--- src/rtl/ecc_fix_pkg.sv ---
`timescale 1ns/1ps
package ecc_fix_pkg;

    typedef enum logic [2:0] {
        ST_IDLE,
        ST_MAIN_RD,
        ST_MAIN_WR,
        ST_SPR_RD,
        ST_SPR_WR,
        ST_FIN
    } fix_state_t;

    typedef enum logic [1:0] {
        RES_CLEAN  = 2'b00,
        RES_FIXED  = 2'b01,
        RES_UNCORR = 2'b10
    } fix_result_t;

    // Field value for a single correctable bit.
    localparam logic [1:0] FLD_ONE = 2'b01;

    // Codes 10 and 11 both mean the area cannot be repaired.
    function automatic logic fld_fatal(input logic [1:0] fld);
        return fld[1];
    endfunction

endpackage

--- src/rtl/ecc_stat_decode.sv ---
`timescale 1ns/1ps
module ecc_stat_decode
    import ecc_fix_pkg::*;
(
    input  logic [3:0]  stat,
    input  logic        spare_only,
    output logic        fix_main,
    output logic        fix_spare,
    output fix_result_t verdict
);

    logic [1:0] main_fld;
    logic [1:0] spr_fld;
    logic       main_bad;
    logic       spr_bad;

    always_comb begin
        main_fld  = stat[3:2];
        spr_fld   = stat[1:0];
        // The main field only counts when the main area was transferred.
        fix_main  = !spare_only && (main_fld == FLD_ONE);
        fix_spare = (spr_fld == FLD_ONE);
        main_bad  = !spare_only && fld_fatal(main_fld);
        spr_bad   = fld_fatal(spr_fld);
        if (main_bad || spr_bad) begin
            verdict = RES_UNCORR;
        end else if (fix_main || fix_spare) begin
            verdict = RES_FIXED;
        end else begin
            verdict = RES_CLEAN;
        end
    end

endmodule

--- src/rtl/ecc_slot_addr.sv ---
`timescale 1ns/1ps
module ecc_slot_addr #(
    parameter  int IDX_W      = 8,
    parameter  int SLOT_WORDS = 256,
    parameter  int BASE       = 0,
    parameter  int BUF_W      = 2,
    parameter  int ADDR_W     = 11,
    parameter  int POS_W      = 16,
    parameter  int DATA_W     = 16,
    localparam int BIT_W      = $clog2(DATA_W)
) (
    input  logic [BUF_W-1:0]  buf_sel,
    input  logic [POS_W-1:0]  pos,
    output logic [ADDR_W-1:0] addr,
    output logic [DATA_W-1:0] mask
);

    logic [IDX_W-1:0] idx;

    // The halfword index sits just above the bit index; bits beyond the slot are dropped.
    assign idx  = pos[BIT_W +: IDX_W];
    assign addr = ADDR_W'(BASE) + ADDR_W'(buf_sel) * ADDR_W'(SLOT_WORDS) + ADDR_W'(idx);
    assign mask = DATA_W'(1) << pos[BIT_W-1:0];

    generate
        if (BIT_W + IDX_W < POS_W) begin : g_hi
            logic unused_hi;
            assign unused_hi = ^pos[POS_W-1:BIT_W+IDX_W];
        end
    endgenerate

endmodule

--- src/rtl/ecc_bit_fixer.sv ---
`timescale 1ns/1ps
module ecc_bit_fixer
    import ecc_fix_pkg::*;
#(
    parameter  int BUF_CNT     = 4,
    parameter  int MAIN_WORDS  = 256,
    parameter  int SPARE_WORDS = 8,
    parameter  int DATA_W      = 16,
    parameter  int POS_W       = 16,
    localparam int BUF_W       = $clog2(BUF_CNT),
    localparam int SPARE_BASE  = MAIN_WORDS * BUF_CNT,
    localparam int TOTAL_WORDS = SPARE_BASE + SPARE_WORDS * BUF_CNT,
    localparam int ADDR_W      = $clog2(TOTAL_WORDS)
) (
    input  logic              clk,
    input  logic              rst_n,
    input  logic              start,
    input  logic [BUF_W-1:0]  buf_sel,
    input  logic              spare_only,
    input  logic [3:0]        ecc_stat,
    input  logic [POS_W-1:0]  main_pos,
    input  logic [POS_W-1:0]  spare_pos,
    output logic [ADDR_W-1:0] ram_addr,
    output logic              ram_rd,
    output logic              ram_wr,
    output logic [DATA_W-1:0] ram_wdata,
    input  logic [DATA_W-1:0] ram_rdata,
    output logic              busy,
    output logic              done,
    output logic [1:0]        result
);

    fix_state_t  state;
    fix_state_t  state_nx;

    logic              dec_fix_main;
    logic              dec_fix_spare;
    fix_result_t       dec_verdict;

    logic [BUF_W-1:0]  cap_buf;
    logic [POS_W-1:0]  cap_pos [2];
    logic              cap_fix_spare;
    fix_result_t       cap_result;

    logic [ADDR_W-1:0] area_addr [2];
    logic [DATA_W-1:0] area_mask [2];

    logic              take;

    assign take = (state == ST_IDLE) && start;

    ecc_stat_decode u_dec (
        .stat       (ecc_stat),
        .spare_only (spare_only),
        .fix_main   (dec_fix_main),
        .fix_spare  (dec_fix_spare),
        .verdict    (dec_verdict)
    );

    // One address/mask generator per area; index 0 = main, 1 = spare.
    generate
        for (genvar g = 0; g < 2; g++) begin : g_area
            localparam int IDX_W = (g == 0) ? $clog2(MAIN_WORDS) : $clog2(SPARE_WORDS);
            localparam int SLOT  = (g == 0) ? MAIN_WORDS : SPARE_WORDS;
            localparam int BASE  = (g == 0) ? 0 : SPARE_BASE;
            ecc_slot_addr #(
                .IDX_W      (IDX_W),
                .SLOT_WORDS (SLOT),
                .BASE       (BASE),
                .BUF_W      (BUF_W),
                .ADDR_W     (ADDR_W),
                .POS_W      (POS_W),
                .DATA_W     (DATA_W)
            ) u_addr (
                .buf_sel (cap_buf),
                .pos     (cap_pos[g]),
                .addr    (area_addr[g]),
                .mask    (area_mask[g])
            );
        end
    endgenerate

    // Operand capture on an accepted start only.
    always_ff @(posedge clk or negedge rst_n) begin
        if (!rst_n) begin
            cap_buf       <= '0;
            cap_pos[0]    <= '0;
            cap_pos[1]    <= '0;
            cap_fix_spare <= 1'b0;
            cap_result    <= RES_CLEAN;
        end else if (take) begin
            cap_buf       <= buf_sel;
            cap_pos[0]    <= main_pos;
            cap_pos[1]    <= spare_pos;
            cap_fix_spare <= dec_fix_spare;
            cap_result    <= dec_verdict;
        end
    end

    // State register.
    always_ff @(posedge clk or negedge rst_n) begin
        if (!rst_n) begin
            state <= ST_IDLE;
        end else begin
            state <= state_nx;
        end
    end

    // Transitions.
    always_comb begin
        state_nx = state;
        unique case (state)
            ST_IDLE: begin
                if (start) begin
                    if (dec_fix_main) begin
                        state_nx = ST_MAIN_RD;
                    end else if (dec_fix_spare) begin
                        state_nx = ST_SPR_RD;
                    end else begin
                        state_nx = ST_FIN;
                    end
                end
            end
            ST_MAIN_RD: state_nx = ST_MAIN_WR;
            ST_MAIN_WR: state_nx = cap_fix_spare ? ST_SPR_RD : ST_FIN;
            ST_SPR_RD:  state_nx = ST_SPR_WR;
            ST_SPR_WR:  state_nx = ST_FIN;
            ST_FIN:     state_nx = ST_IDLE;
            default:    state_nx = ST_IDLE;
        endcase
    end

    // Outputs decoded from the state.
    always_comb begin
        ram_rd    = 1'b0;
        ram_wr    = 1'b0;
        done      = 1'b0;
        ram_addr  = area_addr[0];
        ram_wdata = ram_rdata ^ area_mask[0];
        unique case (state)
            ST_IDLE: begin
            end
            ST_MAIN_RD: begin
                ram_rd = 1'b1;
            end
            ST_MAIN_WR: begin
                ram_wr = 1'b1;
            end
            ST_SPR_RD: begin
                ram_rd   = 1'b1;
                ram_addr = area_addr[1];
            end
            ST_SPR_WR: begin
                ram_wr    = 1'b1;
                ram_addr  = area_addr[1];
                ram_wdata = ram_rdata ^ area_mask[1];
            end
            ST_FIN: begin
                done = 1'b1;
            end
            default: begin
            end
        endcase
    end

    assign busy   = (state != ST_IDLE);
    assign result = cap_result;


    wr_after_rd_chk: assert property (@(posedge clk) disable iff (!rst_n)
        ram_wr |-> ($past(ram_rd) && ram_addr == $past(ram_addr)));


    one_bit_flip_chk: assert property (@(posedge clk) disable iff (!rst_n)
        ram_wr |-> $countones(ram_wdata ^ ram_rdata) == 1);


    rd_wr_excl_chk: assert property (@(posedge clk) disable iff (!rst_n)
        !(ram_rd && ram_wr));


    done_pulse_chk: assert property (@(posedge clk) disable iff (!rst_n)
        done |=> !done);


    result_code_chk: assert property (@(posedge clk) disable iff (!rst_n)
        done |-> result != 2'b11);


    addr_range_chk: assert property (@(posedge clk) disable iff (!rst_n)
        (ram_rd || ram_wr) |-> ram_addr < ADDR_W'(TOTAL_WORDS));


    start_ignored_chk: assert property (@(posedge clk) disable iff (!rst_n)
        (busy && !done) |=> busy);

endmodule

--- config.mk ---
export PLATFORM = sky130hd
export DESIGN_NAME = ecc_bit_fixer
export DESIGN_NICKNAME = d
export VERILOG_FILES = /design/src/rtl/ecc_fix_pkg.sv /design/src/rtl/ecc_stat_decode.sv /design/src/rtl/ecc_slot_addr.sv /design/src/rtl/ecc_bit_fixer.sv
export SDC_FILE = /design/constraint.sdc
export NUM_CORES = 1
export LEC_CHECK = 0
export CAP_MARGIN = 15
export CORE_ASPECT_RATIO = 0.8
export CORE_UTILIZATION = 57
export CTS_CLUSTER_DIAMETER = 100
export DETAILED_ROUTE_END_ITERATION = 7
export DONT_BUFFER_PORTS = 1
export GPL_TIMING_DRIVEN = 0
export PLACE_DENSITY_LB_ADDON = 0.1
export SETUP_SLACK_MARGIN = 0.1
export SYNTH_ARGS = -nofsm -noshare
export SYNTH_HDL_FRONTEND = slang
export SYNTH_SLANG_ARGS = --single-unit
export TNS_END_PERCENT = 10
--- constraint.sdc ---
create_clock -name clk -period 1.83 [get_ports clk]
set_input_delay 0.366 -clock clk [delete_from_list [all_inputs] [get_ports clk]]
set_output_delay 0.366 -clock clk [all_outputs]
set_load 0.02 [all_outputs]
==> run metrics <==
status complete, but fails checks; failing checks setup timing; die height 53.9 um; Final Hold Viols 0; first-pass GRT wire length 6.98 mm; R2R Setup Slk 110 ps; WHS Path Cells 1; reg2reg start state[0]$_DFFE_PN0P_; largest net degree at the start of global routing 28; clk_lat worst skew around 260 ps; FF+latch count, synth 27; Post-synth top cells nand2_1, dfrtp_1, mux2i_1; Seq pwr share 28.3%; post-DP HPWL about 3.2 mm; Reg-to-Reg End cap_pos[19]$_DFFE_PN0P_; sequential share of the synthesized area about a third; final setup fails 27; Comb pwr share 63.9%; Clock Power Share a little under 8%; worst-path cell chain or3b_1 > buf_6 > a21boi_4 > buf_6 > mux2_4; Yosys top cell area share a little over a third; I/O Buffers 0; Arr. time, crit path 1840 ps; GRT overflow 0; Routed Wire Length 4.66 mm; # rows 18; Inserted Clock Buffers 3; Rel. slew slack 70.5%; Crit path top cell by count buf_6; Crit Path Max Fanout 8; Tot GR Track Use between 20% and 30%; Mapped Area 1920 um2; reg2reg path depth 6; P_sw 2020 uW; Main synth FF type dfrtp_1; cell count after synthesis 220; worst stage delay on the critical path 390 ps; slowest library cell on the worst path dfrtp_1; initial antenna violation count 0; CTS H-tree lvls 1; die area between 3000 and 4000 um2; slew at the pin with the worst max-slew slack ~440 ps; clk root buf clkbuf_8; Hold Crit Endpoint result[0]$_DFFE_PN0P_; Tmin final 2200 ps; Cell variety after synth 34; Avg Cell Area, Syn a little under 9 um2; pre-CTS setup slack -153 ps; die width between 60 and 70 um; skew final 1.12 ps; internal power 2190 uW; Sw Ratio about half; area grow syn2layout 23.2%; total leakage power between 0.001 and 0.0015 uW; clock buffer depth 2; DRT iter0 DRCs 95; min-delay worst type primary input to flop; peak supply drop 1060 uV; FFs w/ async S/R, synth 100%; Core Footprint around 3200 um2; setup TNS -8290 ps; vias in the first global route about 1.5k; fin crit share 120%; Worst EP required 1460 ps; Via Count 1634; DR WL/cell 17.2 um; Syn Nets 278; Critical Path Start Type flop; share of layout cells above drive strength 1 29.4%; cell taking the most area after synthesis dfrtp_1; ANT nets after route 0; max cap viols 0; Initial Util 60.8%; vias per cell 6.03; hold path start ecc_stat[1]; nets 290; post-layout util between 70% and 80%; most common cell in the netlist nand2_1; EDFF count, synth 0; RSZ-0062 raised after global routing true; fin. max-slew vios 0; fmax 454 MHz; Setup CP Type flop to output port; ANT cells 0; Crit. End Element output port; boundary pin count between 90 and 100; Synth area leaders dfrtp_1, nand2_1, mux2i_1, nor4bb_1, xnor2_1; final setup margin -374 ps; CTS tree built; hold slack between 150 and 200 ps; Ys Warns 0; # clock sinks 27; Power Density about 1800 nW/um2; clk slew on worst S/H paths 90 ps; 1st-pass router iterations 4; DRC 0; GPL Wtd Cong 0.829
[sequential cells by signal, summed over array words and instances (netlist names)]
signal	count
result	2
cap_pos	19
cap_fix_spare	1
state	3
cap_buf	2
[critical path, delay by kind of cell, from the launching register on]
family                 cells  cell delay (ps)
multiplexers               1              330
AND/OR/NAND/NOR            1              390
flip-flops                 1              390
AO/OA/AOI/OAI              1              160
buffers and inverters      2              300
[placed cells by master (no fill, tap or decap), types with 2 or more instances in the layout]
| cell type | n |
|---|---|
| a21oi_1 | 2 |
| and2_4 | 4 |
| buf_2 | 5 |
| buf_4 | 4 |
| buf_6 | 5 |
| clkbuf_2 | 6 |
| clkbuf_4 | 2 |
| clkbuf_8 | 4 |
| dfrtp_1 | 27 |
| mux2_4 | 4 |
| mux2i_1 | 13 |
| mux2i_2 | 3 |
| nand2_1 | 67 |
| nand2b_1 | 3 |
| nand4_1 | 2 |
| nand4b_1 | 8 |
| nor2_1 | 2 |
| nor2b_1 | 2 |
| nor3_1 | 2 |
| nor3b_1 | 2 |
| nor4b_1 | 5 |
| nor4b_2 | 4 |
| nor4bb_1 | 12 |
| o21a_1 | 2 |
| o21ai_0 | 2 |
| xnor2_2 | 11 |
| xor2_2 | 4 |
[timing repair]
item | in CTS | in global routing
buffers inserted | 4 | 0
gates resized for setup | 34 | 31
hold buffers | 2 | 0
endpoints found under the setup margin | 50 | 52
cloned | 1 | 0
endpoints found under the hold margin | 27 | 0
pin swaps | 4 | 3
[layout make-up]
class                           count  area, um2
Clock buffer                        4       45.0
Fill cell                         234        791
Sequential cell                    27        676
Timing Repair Buffer                7       68.8
Tap cell                           40       50.0
Buffer                             19        146
Inverter                            2       7.51
Multi-Input combinational cell    172       1370
[power groups by stage]
stage	clock network [uW]	registers (uW)	logic, uW
after global routing	353	1220	2900
final	329	1190	2690
after CTS	333	1170	2540
after floorplan	0	1100	1960
after detailed placement	0	1190	2260
after global placement	0	1170	2180
[kinds of logic after synthesis]
group                  Yosys count  share of synthesized area (%)
AND/OR/NAND/NOR                123                           36.1
AO/OA/AOI/OAI                   10                           3.53
multiplexers                    22                           12.6
buffers and inverters           21                           4.77
flip-flops                      27                           35.2
XOR/XNOR                        17                           7.77
[worst max-delay path by stage]
stage / startpoint / end / slack, ps / depth (start not counted)
4_1_cts: state[1]$_DFFE_PN0P_ / ram_addr[4] / -370 / 5
2_1_floorplan: state[1]$_DFFE_PN0P_ / ram_addr[1] / -40 / 5
5_1_grt: state[0]$_DFFE_PN0P_ / ram_addr[2] / -410 / 5
6_report: state[0]$_DFFE_PN0P_ / ram_addr[4] / -370 / 5
3_3_place_gp: state[1]$_DFFE_PN0P_ / ram_addr[4] / -100 / 5
3_5_place_dp: cap_pos[19]$_DFFE_PN0P_ / ram_wdata[13] / -150 / 4
[per-layer routing]
layer | part of all wire [%] | GRT usage, % | vias up
li1 | - | - | 773
met1 | 44 | 35.9 | 793
met2 | 49 | 44.6 | 62
met3 | 6.4 | 4.03 | 6
met4 | 0.82 | 5.32 | 0
met5 | 0 | 0 | -
[per-stage QoR]
step	std cells	power, uW	area (um2)
final	271	4210	2360
after global routing	271	4470	2360
after CTS	271	4040	2290
after detailed placement	260	3440	2050
after global placement	260	3340	2050
after floorplan	220	3060	2000
No activity file was read; power rests on OpenSTA's default activity.
